## config.mk

```make
export PLATFORM = sky130hd
export DESIGN_NAME = dma_csr_regs
export DESIGN_NICKNAME = d
export VERILOG_FILES = /design/src/rtl/dma_csr_pkg.sv /design/src/rtl/dma_csr_decode.sv /design/src/rtl/dma_csr_chan.sv /design/src/rtl/dma_csr_rdmux.sv /design/src/rtl/dma_csr_regs.sv
export SDC_FILE = /design/constraint.sdc
export NUM_CORES = 1
export LEC_CHECK = 0
export ABC_AREA = 1
export BUFFER_PORTS_ARGS = -buffer_cell sky130_fd_sc_hd__buf_2
export CORE_AREA = 3 3 234 236
export DETAILED_ROUTE_END_ITERATION = 7
export DIE_AREA = 0 0 237 239
export HOLD_SLACK_MARGIN = 0.12
export PLACE_DENSITY = 0.45
export RECOVER_POWER = 50
export SLEW_MARGIN = 20
export SYNTH_ARGS = -nofsm -noshare
export SYNTH_HDL_FRONTEND = slang
export SYNTH_SLANG_ARGS = --single-unit
```

## constraint.sdc

```tcl
create_clock -name clk -period 2.4 [get_ports clk]
set_clock_uncertainty 0.1 [all_clocks]
set_input_delay 0.72 -clock clk [delete_from_list [all_inputs] [get_ports clk]]
set_output_delay 0.72 -clock clk [all_outputs]
set_load 0.1 [all_outputs]
```

## src/rtl/dma_csr_pkg.sv

```systemverilog
package dma_csr_pkg;

  localparam int REG_W  = 32;
  localparam int MAX_CH = 12;
  localparam int LO_CH  = 8;

  localparam int OFF_CTL0  = 'h00;
  localparam int OFF_CTL1  = 'h04;
  localparam int OFF_CTL2  = 'h08;
  localparam int OFF_CTL3  = 'h0C;
  localparam int OFF_STS0  = 'h10;
  localparam int OFF_STS1  = 'h14;
  localparam int OFF_STS2  = 'h18;
  localparam int OFF_DESC  = 'h20;
  localparam int DESC_SPAN = 16;

  typedef enum logic [1:0] {
    MODE_OFF    = 2'd0,
    MODE_CHAIN  = 2'd1,
    MODE_SINGLE = 2'd2,
    MODE_KEEP   = 2'd3
  } ch_mode_e;

  // position of a channel inside its shared word
  function automatic int slot_of(int ch);
    return ch % LO_CH;
  endfunction

  function automatic int ien_pos(int ch);
    return (ch < LO_CH) ? ch : ch + 8;
  endfunction

  function automatic int err_pos(int ch);
    return slot_of(ch) + 8;
  endfunction

  function automatic int state_pos(int ch);
    return 16 + 2 * slot_of(ch);
  endfunction

endpackage

```

## src/rtl/dma_csr_decode.sv

```systemverilog
module dma_csr_decode
  import dma_csr_pkg::*;
#(
  parameter int NUM_CH = 12,
  parameter int ADDR_W = 8
) (
  input  logic [ADDR_W-1:0] bus_addr,
  output logic              hit_ctl0,
  output logic              hit_ctl2,
  output logic              hit_ctl3,
  output logic              hit_sts0,
  output logic              hit_sts2,
  output logic [NUM_CH-1:0] desc_hit
);

  logic [ADDR_W-3:0] word_idx;
  assign word_idx = bus_addr[ADDR_W-1:2];

  localparam logic [ADDR_W-1:0] A_CTL0 = ADDR_W'(OFF_CTL0);
  localparam logic [ADDR_W-1:0] A_CTL2 = ADDR_W'(OFF_CTL2);
  localparam logic [ADDR_W-1:0] A_CTL3 = ADDR_W'(OFF_CTL3);
  localparam logic [ADDR_W-1:0] A_STS0 = ADDR_W'(OFF_STS0);
  localparam logic [ADDR_W-1:0] A_STS2 = ADDR_W'(OFF_STS2);

  assign hit_ctl0 = (word_idx == A_CTL0[ADDR_W-1:2]);
  assign hit_ctl2 = (word_idx == A_CTL2[ADDR_W-1:2]);
  assign hit_ctl3 = (word_idx == A_CTL3[ADDR_W-1:2]);
  assign hit_sts0 = (word_idx == A_STS0[ADDR_W-1:2]);
  assign hit_sts2 = (word_idx == A_STS2[ADDR_W-1:2]);

  for (genvar g = 0; g < NUM_CH; g++) begin : g_win
    localparam logic [ADDR_W-1:0] WIN_BASE = ADDR_W'(OFF_DESC + DESC_SPAN * g);
    assign desc_hit[g] = (bus_addr[ADDR_W-1:4] == WIN_BASE[ADDR_W-1:4]);
  end

endmodule

```

## src/rtl/dma_csr_chan.sv

```systemverilog
module dma_csr_chan
  import dma_csr_pkg::*;
(
  input  logic       clk,
  input  logic       rst_n,
  input  logic       ctl_wr,
  input  logic [2:0] ctl_nib,
  input  logic       ien_wr,
  input  logic       ien_val,
  input  logic       sts_wr,
  input  logic       clr_pend,
  input  logic       clr_err,
  input  logic       set_done,
  input  logic       set_err,
  output logic [1:0] mode,
  output logic       dir,
  output logic       ien,
  output logic       pend,
  output logic       err,
  output logic       start
);

  ch_mode_e mode_q, mode_d;
  logic     dir_q, dir_d;
  logic     ien_q, pend_q, err_q, start_q, start_d;
  logic     take_nib;

  assign take_nib = ctl_wr && (ctl_nib[1:0] != MODE_KEEP);

  always_comb begin
    mode_d = mode_q;
    dir_d  = dir_q;
    if (take_nib) begin
      mode_d = ch_mode_e'(ctl_nib[1:0]);
      dir_d  = ctl_nib[2];
    end
    start_d = (mode_q == MODE_OFF) &&
              ((mode_d == MODE_CHAIN) || (mode_d == MODE_SINGLE));
  end

  always_ff @(posedge clk or negedge rst_n) begin
    if (!rst_n) begin
      mode_q  <= MODE_OFF;
      dir_q   <= 1'b0;
      ien_q   <= 1'b0;
      pend_q  <= 1'b0;
      err_q   <= 1'b0;
      start_q <= 1'b0;
    end else begin
      mode_q  <= mode_d;
      dir_q   <= dir_d;
      start_q <= start_d;
      if (ien_wr) ien_q <= ien_val;
      pend_q <= set_done | set_err | (pend_q & ~(sts_wr & clr_pend));
      err_q  <= set_err | (err_q & ~(sts_wr & clr_err));
    end
  end

  assign mode  = mode_q;
  assign dir   = dir_q;
  assign ien   = ien_q;
  assign pend  = pend_q;
  assign err   = err_q;
  assign start = start_q;

  // a strobe only follows a step out of the disabled mode
  p_start_from_off_r9: assert property (@(posedge clk) disable iff (!rst_n)
    start_q |-> (mode_q != MODE_OFF) && ($past(mode_q) == MODE_OFF));

  // the keep code touches neither mode nor direction
  p_keep_code_r3: assert property (@(posedge clk) disable iff (!rst_n)
    (ctl_wr && ctl_nib[1:0] == MODE_KEEP) |=> ($stable(mode_q) && $stable(dir_q)));

  // any strobe leaves the flag pending
  p_strobe_sets_r5: assert property (@(posedge clk) disable iff (!rst_n)
    (set_done || set_err) |=> pend_q);

  // a one written back clears the flag when no strobe competes
  p_w1c_clears_r6: assert property (@(posedge clk) disable iff (!rst_n)
    (sts_wr && clr_pend && !set_done && !set_err) |=> !pend_q);

endmodule

```

## src/rtl/dma_csr_rdmux.sv

```systemverilog
module dma_csr_rdmux
  import dma_csr_pkg::*;
#(
  parameter int NUM_CH = 12
) (
  input  logic                    hit_ctl0,
  input  logic                    hit_ctl2,
  input  logic                    hit_ctl3,
  input  logic                    hit_sts0,
  input  logic                    hit_sts2,
  input  logic [NUM_CH-1:0]       desc_hit,
  input  logic [2*NUM_CH-1:0]     mode_vec,
  input  logic [NUM_CH-1:0]       dir_vec,
  input  logic [NUM_CH-1:0]       ien_vec,
  input  logic [NUM_CH-1:0]       pend_vec,
  input  logic [NUM_CH-1:0]       err_vec,
  input  logic [2*NUM_CH-1:0]     state_vec,
  input  logic [REG_W*NUM_CH-1:0] desc_rdata,
  output logic [REG_W-1:0]        rd_word
);

  logic [REG_W-1:0] w_ctl0, w_ctl2, w_ctl3, w_sts0, w_sts2, w_desc;

  always_comb begin
    w_ctl0 = '0;
    w_ctl2 = '0;
    w_ctl3 = '0;
    w_sts0 = '0;
    w_sts2 = '0;
    w_desc = '0;
    for (int c = 0; c < NUM_CH; c++) begin
      w_ctl2[ien_pos(c)] = ien_vec[c];
      if (c < LO_CH) begin
        w_ctl0[4*slot_of(c) +: 3]   = {dir_vec[c], mode_vec[2*c +: 2]};
        w_sts0[slot_of(c)]          = pend_vec[c];
        w_sts0[err_pos(c)]          = err_vec[c];
        w_sts0[state_pos(c) +: 2]   = state_vec[2*c +: 2];
      end else begin
        w_ctl3[4*slot_of(c) +: 3]   = {dir_vec[c], mode_vec[2*c +: 2]};
        w_sts2[slot_of(c)]          = pend_vec[c];
        w_sts2[err_pos(c)]          = err_vec[c];
        w_sts2[state_pos(c) +: 2]   = state_vec[2*c +: 2];
      end
      if (desc_hit[c]) w_desc = w_desc | desc_rdata[REG_W*c +: REG_W];
    end
  end

  always_comb begin
    if (hit_ctl0)      rd_word = w_ctl0;
    else if (hit_ctl2) rd_word = w_ctl2;
    else if (hit_ctl3) rd_word = w_ctl3;
    else if (hit_sts0) rd_word = w_sts0;
    else if (hit_sts2) rd_word = w_sts2;
    else               rd_word = w_desc;
  end

endmodule

```

## src/rtl/dma_csr_regs.sv

```systemverilog
module dma_csr_regs
  import dma_csr_pkg::*;
#(
  parameter int NUM_CH = 12,
  parameter int ADDR_W = 8
) (
  input  logic                    clk,
  input  logic                    rst_n,
  input  logic                    bus_wr,
  input  logic                    bus_rd,
  input  logic [ADDR_W-1:0]       bus_addr,
  input  logic [REG_W-1:0]        bus_wdata,
  output logic [REG_W-1:0]        bus_rdata,
  input  logic [NUM_CH-1:0]       ch_done,
  input  logic [NUM_CH-1:0]       ch_err,
  input  logic [2*NUM_CH-1:0]     ch_state,
  output logic [2*NUM_CH-1:0]     ch_mode,
  output logic [NUM_CH-1:0]       ch_dir,
  output logic [NUM_CH-1:0]       ch_start,
  output logic [NUM_CH-1:0]       desc_wr,
  output logic [1:0]              desc_word,
  output logic [REG_W-1:0]        desc_wdata,
  input  logic [REG_W*NUM_CH-1:0] desc_rdata,
  output logic                    irq
);

  logic hit_ctl0, hit_ctl2, hit_ctl3, hit_sts0, hit_sts2;
  logic [NUM_CH-1:0] desc_hit;
  logic [NUM_CH-1:0] ien_vec, pend_vec, err_vec;
  logic [REG_W-1:0]  rd_word, rdata_q;
  logic              unused_addr_lo;

  assign unused_addr_lo = ^bus_addr[1:0];

  dma_csr_decode #(.NUM_CH(NUM_CH), .ADDR_W(ADDR_W)) u_decode (
    .bus_addr (bus_addr),
    .hit_ctl0 (hit_ctl0),
    .hit_ctl2 (hit_ctl2),
    .hit_ctl3 (hit_ctl3),
    .hit_sts0 (hit_sts0),
    .hit_sts2 (hit_sts2),
    .desc_hit (desc_hit)
  );

  for (genvar g = 0; g < NUM_CH; g++) begin : g_ch
    localparam int SLOT = g % LO_CH;
    localparam int IEN  = (g < LO_CH) ? g : g + 8;
    logic ctl_sel, sts_sel;
    assign ctl_sel = (g < LO_CH) ? hit_ctl0 : hit_ctl3;
    assign sts_sel = (g < LO_CH) ? hit_sts0 : hit_sts2;

    dma_csr_chan u_chan (
      .clk      (clk),
      .rst_n    (rst_n),
      .ctl_wr   (bus_wr && ctl_sel),
      .ctl_nib  (bus_wdata[4*SLOT +: 3]),
      .ien_wr   (bus_wr && hit_ctl2),
      .ien_val  (bus_wdata[IEN]),
      .sts_wr   (bus_wr && sts_sel),
      .clr_pend (bus_wdata[SLOT]),
      .clr_err  (bus_wdata[SLOT+8]),
      .set_done (ch_done[g]),
      .set_err  (ch_err[g]),
      .mode     (ch_mode[2*g +: 2]),
      .dir      (ch_dir[g]),
      .ien      (ien_vec[g]),
      .pend     (pend_vec[g]),
      .err      (err_vec[g]),
      .start    (ch_start[g])
    );
  end

  dma_csr_rdmux #(.NUM_CH(NUM_CH)) u_rdmux (
    .hit_ctl0   (hit_ctl0),
    .hit_ctl2   (hit_ctl2),
    .hit_ctl3   (hit_ctl3),
    .hit_sts0   (hit_sts0),
    .hit_sts2   (hit_sts2),
    .desc_hit   (desc_hit),
    .mode_vec   (ch_mode),
    .dir_vec    (ch_dir),
    .ien_vec    (ien_vec),
    .pend_vec   (pend_vec),
    .err_vec    (err_vec),
    .state_vec  (ch_state),
    .desc_rdata (desc_rdata),
    .rd_word    (rd_word)
  );

  always_ff @(posedge clk or negedge rst_n) begin
    if (!rst_n)      rdata_q <= '0;
    else if (bus_rd) rdata_q <= rd_word;
  end

  assign bus_rdata  = rdata_q;
  assign desc_wr    = desc_hit & {NUM_CH{bus_wr}};
  assign desc_word  = bus_addr[3:2];
  assign desc_wdata = bus_wdata;
  assign irq        = |(pend_vec & ien_vec);

  // read data only moves on a read
  p_rdata_hold_r11: assert property (@(posedge clk) disable iff (!rst_n)
    !$past(bus_rd) |-> $stable(bus_rdata));

  // an interrupt needs some flag and some enable
  p_irq_source_r8: assert property (@(posedge clk) disable iff (!rst_n)
    irq |-> ((|pend_vec) && (|ien_vec)));

  // at most one descriptor window is written
  p_desc_onehot_r10: assert property (@(posedge clk) disable iff (!rst_n)
    $onehot0(desc_wr));

endmodule

```

==> impl_metrics.json <==
{
  "clk_latency_ps": 430,
  "antenna_found_initial": 23,
  "timing.fmax_mhz": 381,
  "hold_buffers": 0,
  "crit_start": "g_ch[7].u_chan.ien$_DFFE_PN0P_",
  "tightestPinTransition_ps": 1720,
  "reg2regPathDepth": 7,
  "htreeDepth": 4,
  "cts.sinks": 116,
  "num-fill-cells": 6013,
  "grt_pass1_wl_um": 86400,
  "syn_inst": 1436,
  "start_util_pct": 16.7,
  "die_area_um2": 56600,
  "yosys.cell_types.count": 32,
  "post_drt_wl_per_cell_um": 22.1,
  "drc": 0,
  "synthArstFlopShare_pct": 100,
  "setup_viol": 19,
  "cp-end-kind": "output port",
  "outcome": "finished with violations",
  "cts_tree": "built",
  "dr.first_iter.drc_count": 754,
  "power.density_nw_per_um2": 550,
  "syn_area_um2": 8810,
  "worstHoldPathCells": 2,
  "arrival_ps": 1810,
  "cts_root_buf": "clkbuf_16",
  "yosysMostFrequentCell": "nand2_1",
  "finalHoldViolCount": 0,
  "synth_ff_type": "dfrtp_1",
  "ant_nets": 0,
  "cp-start-kind": "flop",
  "port_buffers": 594,
  "yosysTopAreaCell": "dfrtp_1",
  "drv_slew": 117,
  "grt_pass1_vias": 12255,
  "p_int_mw": 4.55,
  "grt.overflow.total": 0,
  "die_x_um": 237,
  "place_hpwl_um": 53400,
  "cts_buffers": 17,
  "yosysSeqAreaShare_pct": 33.0,
  "rsz0062_at_grt": "true",
  "io_pins": 603,
  "reg2reg_from": "g_ch[11].u_chan.pend$_DFF_PN0_",
  "drv_cap": 1,
  "vias": 12238,
  "pwr-share-comb_pct": 42.8,
  "clk_path_buf_depth": 2,
  "hold_start": "bus_rdata[12]$_DFFE_PN0P_",
  "hp-class": "reg2reg",
  "place_inst": 2773,
  "synth_commonest_cells": "609 x nand2_1, 153 x nor2_1, 118 x inv_1",
  "worst_slack_ps": -226,
  "synth_enable_flop_cells": 0,
  "grt_usage_pct": 21.2,
  "synthTopCellsByArea": "dfrtp_1 33%, nand2_1 26%, nor2_1 6.5%",
  "core.rowCount": 84,
  "nets": 2615,
  "place_congestion": 0.917,
  "fp.coreArea_um2": 52700,
  "grt_max_degree": 117,
  "clk_pin_slew_ps": 60,
  "place_ws_ps": -665,
  "routed_wirelength_um": 63000,
  "cp.required_ps": 1580,
  "seq_power_share_pct": 27.7,
  "via_per_inst": 4.29,
  "synth_nets": 1912,
  "drive_above_1_share_pct": 42.7,
  "synth_top_area_share_pct": 33.0,
  "area_delta_synth_final_pct": 72.2,
  "avgSynthCellArea_um2": 6.13,
  "violations": "capacitance limit, slew limit, setup timing",
  "fin_crit_sh_pct": 109,
  "final_cells": 2850,
  "worstSetupPathType": "reg2out",
  "slew_headroom_pct": -14.7,
  "synth-seq-cells": 116,
  "cp_max_fo": 2,
  "p_leak_nw": 8.15,
  "p_sw_share_pct": 45.4,
  "pwr-share-clk_pct": 29.5,
  "switching_power_mw": 3.78,
  "period_minus_slack_ps": 2630,
  "synth_warnings": 0,
  "irDropWorstVdd_mv": 0.490,
  "dr.pass1.iters": 5,
  "die_y_um": 239
}
-- power by group through the flow --
stage	Clock [mW]	Combinational (mW)	Sequential [mW]
after CTS	2.53	3.66	2.31
after global routing	2.60	3.75	2.34
after global placement	0	3.57	2.33
final	2.46	3.57	2.31
after detailed placement	0	3.58	2.34
after floorplan	0	1.28	3.30
-- worst paths after layout --
kind,to,slack (ps)
max,irq,-230
min,bus_rdata[12]$_DFFE_PN0P_,370
max reg2reg,bus_rdata[3]$_DFFE_PN0P_,1110
min reg2reg,bus_rdata[12]$_DFFE_PN0P_,370
max in group asynchronous,g_ch[11].u_chan.pend$_DFF_PN0_,370
min in group asynchronous,g_ch[11].u_chan.mode[1]$_DFF_PN0_,780
-- placed cells by master, fill, tap and decap left out, drive strengths merged --
master and n:
dfrtp 116, clkinv 7, buf 756, a22o 5, or2 19, a21o 2, a2111oi 4, a211oi 16
o2111ai 1, diode 11, nor2 165, o21a 1, o21ai 67, clkbuf 60, clkinvlp 7, a21oi 50
nand3b 1, o211ai 9, mux2 3, nand2 609, a221oi 9, nand3 72, nor4 1, bufinv 1
nand4 39, inv 118, nor3 12, a31oi 1
-- kinds of logic (layout without fill, tap and decap cells) --
kind of cell / after synthesis / in the layout / synth area share [%]
buffers and inverters: 234 / 949 / 13.0
muxes: 3 / 3 / 0.384
and+or+nand+nor: 918 / 918 / 42.5
DFF: 116 / 116 / 33.0
AOI/OAI and AO/OA: 165 / 165 / 11.1
other: 0 / 11 / 0
-- through the flow --
stage	instance area, um2	hold slack (ps)	utilization [%]	setup TNS, ps	total power [mW]
finish	15200	371	28.8	-804	8.33
global route	15200	368	28.8	-7320	8.69
CTS	15400	313	29.2	-524	8.50
detailed placement	14500	356	27.5	-25690	5.91
global placement	14500	362	27.5	-23100	5.91
floorplan	9110	324	-	-914	4.58
-- routing by layer --
layer | up-vias | GRT usage (%) | share of wire (%)
met4 | 10 | 5.30 | 1.7
met3 | 57 | 4.79 | 6.6
met2 | 474 | 37.4 | 50
li1 | 5941 | - | -
met5 | - | 0 | 0.12
met1 | 5756 | 26.2 | 42
-- timing repair --
action                     4_1_cts  5_1_grt
pin swaps                       23       20
setup endpoints to repair       19       23
gates resized for setup         43       19
buffers inserted                23       15
-- critical path, stage by stage (launching register included) --
cell and delay (ps):
dfrtp_1 390, a22o_1 270, a221oi_4 260, buf_4 180
nand3_4 80, buf_12 190
-- state kept, by name, indices dropped and copies added, names as in the netlist --
name,cells
bus_rdata,32
g_ch.u_chan.dir,12
g_ch.u_chan.start,12
g_ch.u_chan.pend,12
g_ch.u_chan.ien,12
g_ch.u_chan.mode,24
g_ch.u_chan.err,12
-- area by class of cell --
type	count	area, um2	share of cell area [%]
repair buffers	797	5180	34.2
multi-input cells	1086	5140	33.9
flip-flops and latches	116	2900	19.1
well taps	688	861	5.68
inverters	121	489	3.23
clock buffers	19	453	2.99
clock inverters	12	108	0.710
diodes	11	27.5	0.182
(Power assumes the default switching activity.)
